$ cat src/rtl/adc_ctrl_pkg.sv
package adc_ctrl_pkg;

    typedef enum logic [1:0] {
        S_IDLE,
        S_ARM,
        S_WAIT,
        S_DONE
    } seq_state_t;

    localparam logic [4:0] A_CMD  = 5'h00;
    localparam logic [4:0] A_CLK  = 5'h01;
    localparam logic [4:0] A_RES  = 5'h02;
    localparam logic [4:0] A_SCLO = 5'h03;
    localparam logic [4:0] A_SCHI = 5'h04;

endpackage

$ cat src/rtl/adc_clk_gen.sv
module adc_clk_gen #(
    parameter int PH_W = 4
) (
    input  logic            clk,
    input  logic            rst_n,
    input  logic            en,
    input  logic [PH_W-1:0] lo_cnt,
    input  logic [PH_W-1:0] hi_cnt,
    output logic            conv_clk,
    output logic            rise_next
);
    logic [PH_W-1:0] lo_len, hi_len, cur_len, cnt;
    logic            ph;

    always_comb begin
        lo_len  = (lo_cnt == '0) ? PH_W'(1) : lo_cnt;
        hi_len  = (hi_cnt == '0) ? PH_W'(1) : hi_cnt;
        cur_len = ph ? hi_len : lo_len;
    end

    always_ff @(posedge clk or negedge rst_n) begin
        if (!rst_n) begin
            ph  <= 1'b0;
            cnt <= PH_W'(1);
        end else if (!en) begin
            ph  <= 1'b0;
            cnt <= PH_W'(1);
        end else if (cnt >= cur_len) begin
            ph  <= ~ph;
            cnt <= PH_W'(1);
        end else begin
            cnt <= cnt + PH_W'(1);
        end
    end

    assign conv_clk  = ph && en;
    assign rise_next = en && !ph && (cnt >= lo_len);
endmodule

$ cat src/rtl/adc_avg_seq.sv
module adc_avg_seq
    import adc_ctrl_pkg::*;
#(
    parameter int DATA_W = 10,
    parameter int AVG_W  = 4
) (
    input  logic              clk,
    input  logic              rst_n,
    input  logic              go,
    input  logic              abort,
    input  logic [AVG_W-1:0]  depth,
    input  logic              rise_next,
    input  logic              smp_valid,
    input  logic [DATA_W-1:0] smp_data,
    output logic              smp_req,
    output logic              busy,
    output logic              done,
    output logic [DATA_W-1:0] result
);
    localparam int MAX_LOG = (1 << AVG_W) - 1;
    localparam int ACC_W   = DATA_W + MAX_LOG;
    localparam int CNT_W   = MAX_LOG + 1;

    seq_state_t       state, state_nx;
    logic [ACC_W-1:0] acc;
    logic [CNT_W-1:0] cnt;
    logic [AVG_W-1:0] n_q;
    logic             last;

    assign last = (cnt == ((CNT_W'(1) << n_q) - CNT_W'(1)));

    always_ff @(posedge clk or negedge rst_n) begin
        if (!rst_n) state <= S_IDLE;
        else        state <= state_nx;
    end

    always_comb begin
        state_nx = state;
        if (abort) begin
            state_nx = S_IDLE;
        end else begin
            unique case (state)
                S_IDLE: if (go)        state_nx = S_ARM;
                S_ARM:  if (rise_next) state_nx = S_WAIT;
                S_WAIT: if (smp_valid) state_nx = last ? S_DONE : S_ARM;
                S_DONE: state_nx = S_IDLE;
            endcase
        end
    end

    always_comb begin
        smp_req = (state == S_ARM) && rise_next && !abort;
        busy    = (state != S_IDLE);
        done    = (state == S_DONE) && !abort;
        result  = DATA_W'(acc >> n_q);
    end

    always_ff @(posedge clk or negedge rst_n) begin
        if (!rst_n) begin
            acc <= '0;
            cnt <= '0;
            n_q <= '0;
        end else if (state == S_IDLE && go) begin
            acc <= '0;
            cnt <= '0;
            n_q <= depth;
        end else if (state == S_WAIT && smp_valid) begin
            acc <= acc + ACC_W'(smp_data);
            cnt <= cnt + CNT_W'(1);
        end
    end
endmodule

$ cat src/rtl/adc_ctrl_top.sv
module adc_ctrl_top
    import adc_ctrl_pkg::*;
#(
    parameter int NCH     = 8,
    parameter int DATA_W  = 10,
    parameter int AVG_W   = 4,
    parameter int PH_W    = 4,
    parameter int HALF_W  = 16,
    parameter int ADDR_W  = 5,
    parameter int BUS_W   = 32
) (
    input  logic                     clk,
    input  logic                     rst_n,
    input  logic                     reg_wr,
    input  logic                     reg_rd,
    input  logic [ADDR_W-1:0]        reg_addr,
    input  logic [BUS_W-1:0]         reg_wdata,
    output logic [BUS_W-1:0]         reg_rdata,
    output logic                     irq,
    output logic                     adc_clk,
    output logic                     adc_en,
    output logic                     adc_vref_int,
    output logic [$clog2(NCH)-1:0]   adc_chan,
    output logic                     sample_req,
    input  logic                     sample_valid,
    input  logic [DATA_W-1:0]        sample_data
);
    localparam int CH_W     = $clog2(NCH);
    localparam int EN_BIT   = 1 + CH_W;
    localparam int AVG_LSB  = EN_BIT + 1;
    localparam int VREF_BIT = AVG_LSB + AVG_W;
    localparam logic [ADDR_W-CH_W-1:0] RG_CTL = 1;
    localparam logic [ADDR_W-CH_W-1:0] RG_DAT = 2;

    logic [CH_W-1:0]   cmd_chan;
    logic              cmd_en, cmd_vref;
    logic [AVG_W-1:0]  cmd_avg;
    logic [PH_W-1:0]   clk_lo, clk_hi;
    logic [HALF_W-1:0] scan_lo, scan_hi;
    logic [HALF_W-1:0] ch_ctl [NCH];
    logic [DATA_W-1:0] ch_dat [NCH];
    logic [DATA_W-1:0] res_q, seq_res;
    logic              irq_q;
    logic              busy, done, go, abort, cmd_wr, rise_next;
    logic [CH_W-1:0]   idx;
    logic [ADDR_W-CH_W-1:0] region;

    assign idx    = reg_addr[CH_W-1:0];
    assign region = reg_addr[ADDR_W-1:CH_W];
    assign cmd_wr = reg_wr && (reg_addr == A_CMD);
    assign abort  = cmd_wr && !reg_wdata[EN_BIT] && busy;
    assign go     = cmd_wr && !busy && reg_wdata[0] && reg_wdata[EN_BIT];

    adc_clk_gen #(.PH_W(PH_W)) u_clk (
        .clk(clk), .rst_n(rst_n), .en(cmd_en), .lo_cnt(clk_lo), .hi_cnt(clk_hi),
        .conv_clk(adc_clk), .rise_next(rise_next)
    );

    adc_avg_seq #(.DATA_W(DATA_W), .AVG_W(AVG_W)) u_seq (
        .clk(clk), .rst_n(rst_n), .go(go), .abort(abort), .depth(reg_wdata[AVG_LSB +: AVG_W]),
        .rise_next(rise_next), .smp_valid(sample_valid), .smp_data(sample_data),
        .smp_req(sample_req), .busy(busy), .done(done), .result(seq_res)
    );

    always_ff @(posedge clk or negedge rst_n) begin
        if (!rst_n) begin
            cmd_chan <= '0; cmd_en <= 1'b0; cmd_avg <= '0; cmd_vref <= 1'b0;
            clk_lo <= '0; clk_hi <= '0; scan_lo <= '0; scan_hi <= '0;
            res_q <= '0; irq_q <= 1'b0;
            for (int i = 0; i < NCH; i++) begin
                ch_ctl[i] <= '0;
                ch_dat[i] <= '0;
            end
        end else begin
            if (cmd_wr && !(busy && reg_wdata[EN_BIT])) begin
                cmd_chan <= reg_wdata[CH_W:1];
                cmd_en   <= reg_wdata[EN_BIT];
                cmd_avg  <= reg_wdata[AVG_LSB +: AVG_W];
                cmd_vref <= reg_wdata[VREF_BIT];
            end
            if (reg_wr && reg_addr == A_CLK) begin
                clk_lo <= reg_wdata[PH_W-1:0];
                clk_hi <= reg_wdata[2*PH_W-1:PH_W];
            end
            if (reg_wr && reg_addr == A_SCLO) scan_lo <= reg_wdata[HALF_W-1:0];
            if (reg_wr && reg_addr == A_SCHI) scan_hi <= reg_wdata[HALF_W-1:0];
            if (reg_wr && region == RG_CTL) ch_ctl[idx] <= reg_wdata[HALF_W-1:0];
            if (done) begin
                res_q            <= seq_res;
                ch_dat[cmd_chan] <= seq_res;
                irq_q            <= 1'b1;
            end else if (reg_rd && reg_addr == A_RES) begin
                irq_q <= 1'b0;
            end
        end
    end

    always_comb begin
        reg_rdata = '0;
        if (reg_addr == A_CMD) begin
            reg_rdata[CH_W:1]               = cmd_chan;
            reg_rdata[EN_BIT]               = cmd_en;
            reg_rdata[AVG_LSB +: AVG_W]     = cmd_avg;
            reg_rdata[VREF_BIT]             = cmd_vref;
        end else if (reg_addr == A_CLK) begin
            reg_rdata[2*PH_W-1:0] = {clk_hi, clk_lo};
        end else if (reg_addr == A_RES) begin
            reg_rdata[DATA_W-1:0] = res_q;
        end else if (reg_addr == A_SCLO) begin
            reg_rdata[HALF_W-1:0] = scan_lo;
        end else if (reg_addr == A_SCHI) begin
            reg_rdata[HALF_W-1:0] = scan_hi;
        end else if (region == RG_CTL) begin
            reg_rdata[HALF_W-1:0] = ch_ctl[idx];
        end else if (region == RG_DAT) begin
            reg_rdata[DATA_W-1:0] = ch_dat[idx];
        end
    end

    assign irq          = irq_q;
    assign adc_en       = cmd_en;
    assign adc_vref_int = cmd_vref;
    assign adc_chan     = cmd_chan;
endmodule

$ cat config.mk
export PLATFORM = sky130hd
export DESIGN_NAME = adc_ctrl_top
export DESIGN_NICKNAME = d
export VERILOG_FILES = /design/src/rtl/adc_ctrl_pkg.sv /design/src/rtl/adc_clk_gen.sv /design/src/rtl/adc_avg_seq.sv /design/src/rtl/adc_ctrl_top.sv
export SDC_FILE = /design/constraint.sdc
export NUM_CORES = 1
export LEC_CHECK = 0
export ABC_CLOCK_PERIOD_IN_PS = 2700
export BUFFER_PORTS_ARGS = -buffer_cell sky130_fd_sc_hd__buf_2
export CORE_MARGIN = 10
export CORE_UTILIZATION = 45
export DETAILED_ROUTE_END_ITERATION = 16
export MAX_ROUTING_LAYER = met4
export PLACE_DENSITY = 0.75
export SETUP_SLACK_MARGIN = 0.5
export SLEW_MARGIN = 10
export SYNTH_ARGS = -nofsm -noshare
export SYNTH_HDL_FRONTEND = slang
export SYNTH_SLANG_ARGS = --single-unit
$ cat constraint.sdc
create_clock -name clk -period 2.7 [get_ports clk]
set_clock_uncertainty 0.1 [all_clocks]
set_input_delay 0.27 -clock clk [delete_from_list [all_inputs] [get_ports clk]]
set_output_delay 0.27 -clock clk [all_outputs]
set_load 0.01 [all_outputs]
==> impl_metrics.env <==
export IMPL_critPathKind="register to output port"
export IMPL_rows=71
export IMPL_antenna_cells=0
export IMPL_synthArstFlopShare=1.00
export IMPL_synth_area_um2=17000
export IMPL_power_density_nw_per_um2=600
export IMPL_p_int_mw=9.41
export IMPL_crit_family="multiplexers"
export IMPL_violations="negative setup slack"
export IMPL_timing_setup_tns_ns=-0.456
export IMPL_layout_drive_gt1_share=0.503
export IMPL_grt_pass1_vias=12700
export IMPL_ys_seq_area_frac=0.472
export IMPL_yosysWarnings=0
export IMPL_required_ns=2.33
export IMPL_syn_inst=1398
export IMPL_cts_buffers=31
export IMPL_stdcell_area_um2=21700
export IMPL_ctsHtreeMaxLevel=1
export IMPL_peakVddDrop_v=0.000574
export IMPL_start_kind="register"
export IMPL_hp_class="input pin to register"
export IMPL_reg2reg_setup_slack_ns=0.05
export IMPL_yosys_cell_types_count=77
export IMPL_drc=0
export IMPL_p_sw_mw=3.61
export IMPL_power_frac_comb=0.214
export IMPL_sw_frac_of_total=0.277
export IMPL_hpwl_um=28100
export IMPL_grt_pass1_wl_um=72400
export IMPL_critPathBufInv=1
export IMPL_cts_root_buf="clkbuf_16"
export IMPL_synth_edf_count=0
export IMPL_cts_buffer_depth=3
export IMPL_final_nets=1636
export IMPL_pre_cts_ws_ns=0.0301
export IMPL_worst_pin_slew_ns=0.869
export IMPL_die_h_um=214
export IMPL_vias=12500
export IMPL_crit_path_max_fanout=2
export IMPL_cts_tree="built"
export IMPL_max_freq_mhz=334
export IMPL_holdWs_ns=0.0523
export IMPL_mostFrequentLayoutCell="dfrtp_1"
export IMPL_power_share_clock=0.347
export IMPL_ant_nets=0
export IMPL_cpPeakStageDelay_ns=0.47
export IMPL_initialDrtViolationCount=1155
export IMPL_worst_ep_arrival_time_ns=2.62
export IMPL_antenna_found_initial=0
export IMPL_seqPwrFrac=0.439
export IMPL_instances_no_fill=2098
export IMPL_numPortBuffers=59
export IMPL_clock_latency_ns=0.60
export IMPL_wirelength_um=48400
export IMPL_worst_slack_ns=-0.293
export IMPL_syn_avg_cell_area_um2=12.1
export IMPL_cap_viol_max_count=0
export IMPL_setup_viol=3
export IMPL_core_um2=37400
export IMPL_cp_end_kind="output port"
export IMPL_slew_violations=0
export IMPL_slowest_stage="mux4_2"
export IMPL_post_route_period_util=1.11
export IMPL_grt_overflow_total=0
export IMPL_cts_sinks=320
export IMPL_wl_per_cell_um=23.1
export IMPL_mostFrequentLayoutCells="dfrtp_1 (310), mux2_2 (178), buf_4 (119)"
export IMPL_place_inst=1930
export IMPL_finalPower_mw=13.0
export IMPL_grt_usage=0.199
export IMPL_post_drt_via_cell_ratio=5.96
export IMPL_period_needed_ns=2.99
export IMPL_drt_first_pass_iters=7
export IMPL_dieWidth_um=214
export IMPL_design_die_area_um2=45900
export IMPL_finalHoldViolations=0
export IMPL_grt_setup_unrepaired="yes"
export IMPL_leakagePower_nw=9.53
export IMPL_ys_flop_type="dfrtp_1"
export IMPL_path_cells="mux4_2, mux2_4, a222oi_1, o21ai_1, a22o_1, buf_2"
export IMPL_grt_max_degree=71
export IMPL_start_util=0.454
export IMPL_relSlewSlack=0.421
export IMPL_place_area_um2=18200
export IMPL_fin_util=0.580
export IMPL_ys_ff_latch=320
export IMPL_outcome="finished, violations left"
export IMPL_ioPinCount=92
export IMPL_clk_pin_slew_ns=0.07
export IMPL_globalplace_congestion=0.906
export IMPL_area_growth_pct=27.9
flip-flops by register name, indices dropped and copies added (netlist names), 10 cells and up:
name / flops
ch_ctl: 128
ch_dat: 80
u_seq.acc: 25
scan_hi: 16
scan_lo: 16
u_seq.cnt: 16
res_q: 10
synthesized netlist by cell type, types with 4 or more instances:
cell      instances  area (um2)
nand2_1          90         338
nand3_1          28         140
nand4_1          10        62.6
mux2_1           44         495
o22ai_1          10        62.6
nor2b_1           7        43.8
buf_4            21         158
or3_1             5        31.3
buf_6             9         101
a221oi_1          7        61.3
xnor2_1          20         175
o31ai_1           5        37.5
xor2_1           17         149
a211oi_1          7        52.6
o21a_1            6        45.0
o21ai_1           6        30.0
mux4_2           60        1350
a31o_2            4        35.0
and2_1            7        43.8
a22oi_1           4        30.0
ha_1             21         263
dfrtp_1         319        7980
inv_1            16        60.1
o211ai_1          5        37.5
nor3_1           14        70.1
nand2b_1          9        56.3
mux2i_1          54         541
a21oi_1          61         305
nor2_1           72         270
or2_2             5        31.3
buf_1            15        56.3
nor4_1            5        31.3
clkbuf_1         55         206
and3_1            6        37.5
a31oi_1          13        81.3
mux2_2          210        2360
mux2_4           12         180
o21ai_0          54         270
buf_2            26         130
worst paths after layout:
kind | startpoint | to | cells after the start
max | ch_ctl[3] | reg_rdata[3] | 6
min | sample_data[6] | u_seq.acc[6] | 4
max reg2reg | u_seq.n_q[1] | u_seq.state[1] | 10
min reg2reg | ch_ctl[90] | ch_ctl[90] | 1
max in group asynchronous | rst_n | u_seq.acc[16] | 3
min in group asynchronous | rst_n | ch_ctl[34] | 2
area by class of cell:
type	instances	area, um2
Sequential cell	320	8020
Timing Repair Buffer	236	1970
Clock buffer	47	926
Fill cell	2813	15700
Inverter	18	76.3
Multi-Input combinational cell	955	9950
Tap cell	511	639
Clock inverter	11	125
metal layers:
layer,vias to the layer above,routed length [um],track usage
met1,6456,19500,0.250
met4,0,1970,0.0572
met2,470,23600,0.323
met5,-,0,-
met3,164,3390,0.0378
li1,5423,-,-
kinds of logic (layout without fill, tap and decap cells):
| family | Yosys count | after routing | share of synthesized area |
|---|---|---|---|
| multiplexers | 380 | 384 | 0.291 |
| flip-flops | 320 | 320 | 0.472 |
| AND/OR/NAND/NOR | 289 | 289 | 0.0849 |
| AO/OA/AOI/OAI | 205 | 207 | 0.0742 |
| buffers and inverters | 144 | 312 | 0.0424 |
| XOR/XNOR | 37 | 37 | 0.0191 |
| adder cells (fa/ha/maj) | 22 | 22 | 0.0167 |
| other | 1 | 16 | 0.000221 |
worst register-to-register path, cell delays in order (launching register included):
cell	delay [ns]
dfrtp_4	0.51
buf_6	0.16
nor3_4	0.21
nand2_4	0.16
ha_4	0.26
xnor2_2	0.13
a221oi_2	0.16
o211ai_1	0.14
a2111oi_2	0.43
a41oi_2	0.16
nor3_1	0.14
power groups by stage:
stage	Sequential (mW)	Combinational, mW	Clock [mW]
2_1_floorplan	5.65	1.52	0
3_3_place_gp	5.76	1.94	0
3_5_place_dp	5.81	2.01	0
4_1_cts	5.71	2.48	4.56
5_1_grt	5.80	2.98	4.77
6_report	5.72	2.78	4.52
repair_timing:
action	CTS	global route
hold endpoints to repair	173	0
cloned	6	1
gates resized for setup	216	133
hold buffers	18	0
pin swaps	51	63
setup endpoints to repair	119	131
buffers inserted	50	35
Note: power is estimated with default switching activity, not from simulation.
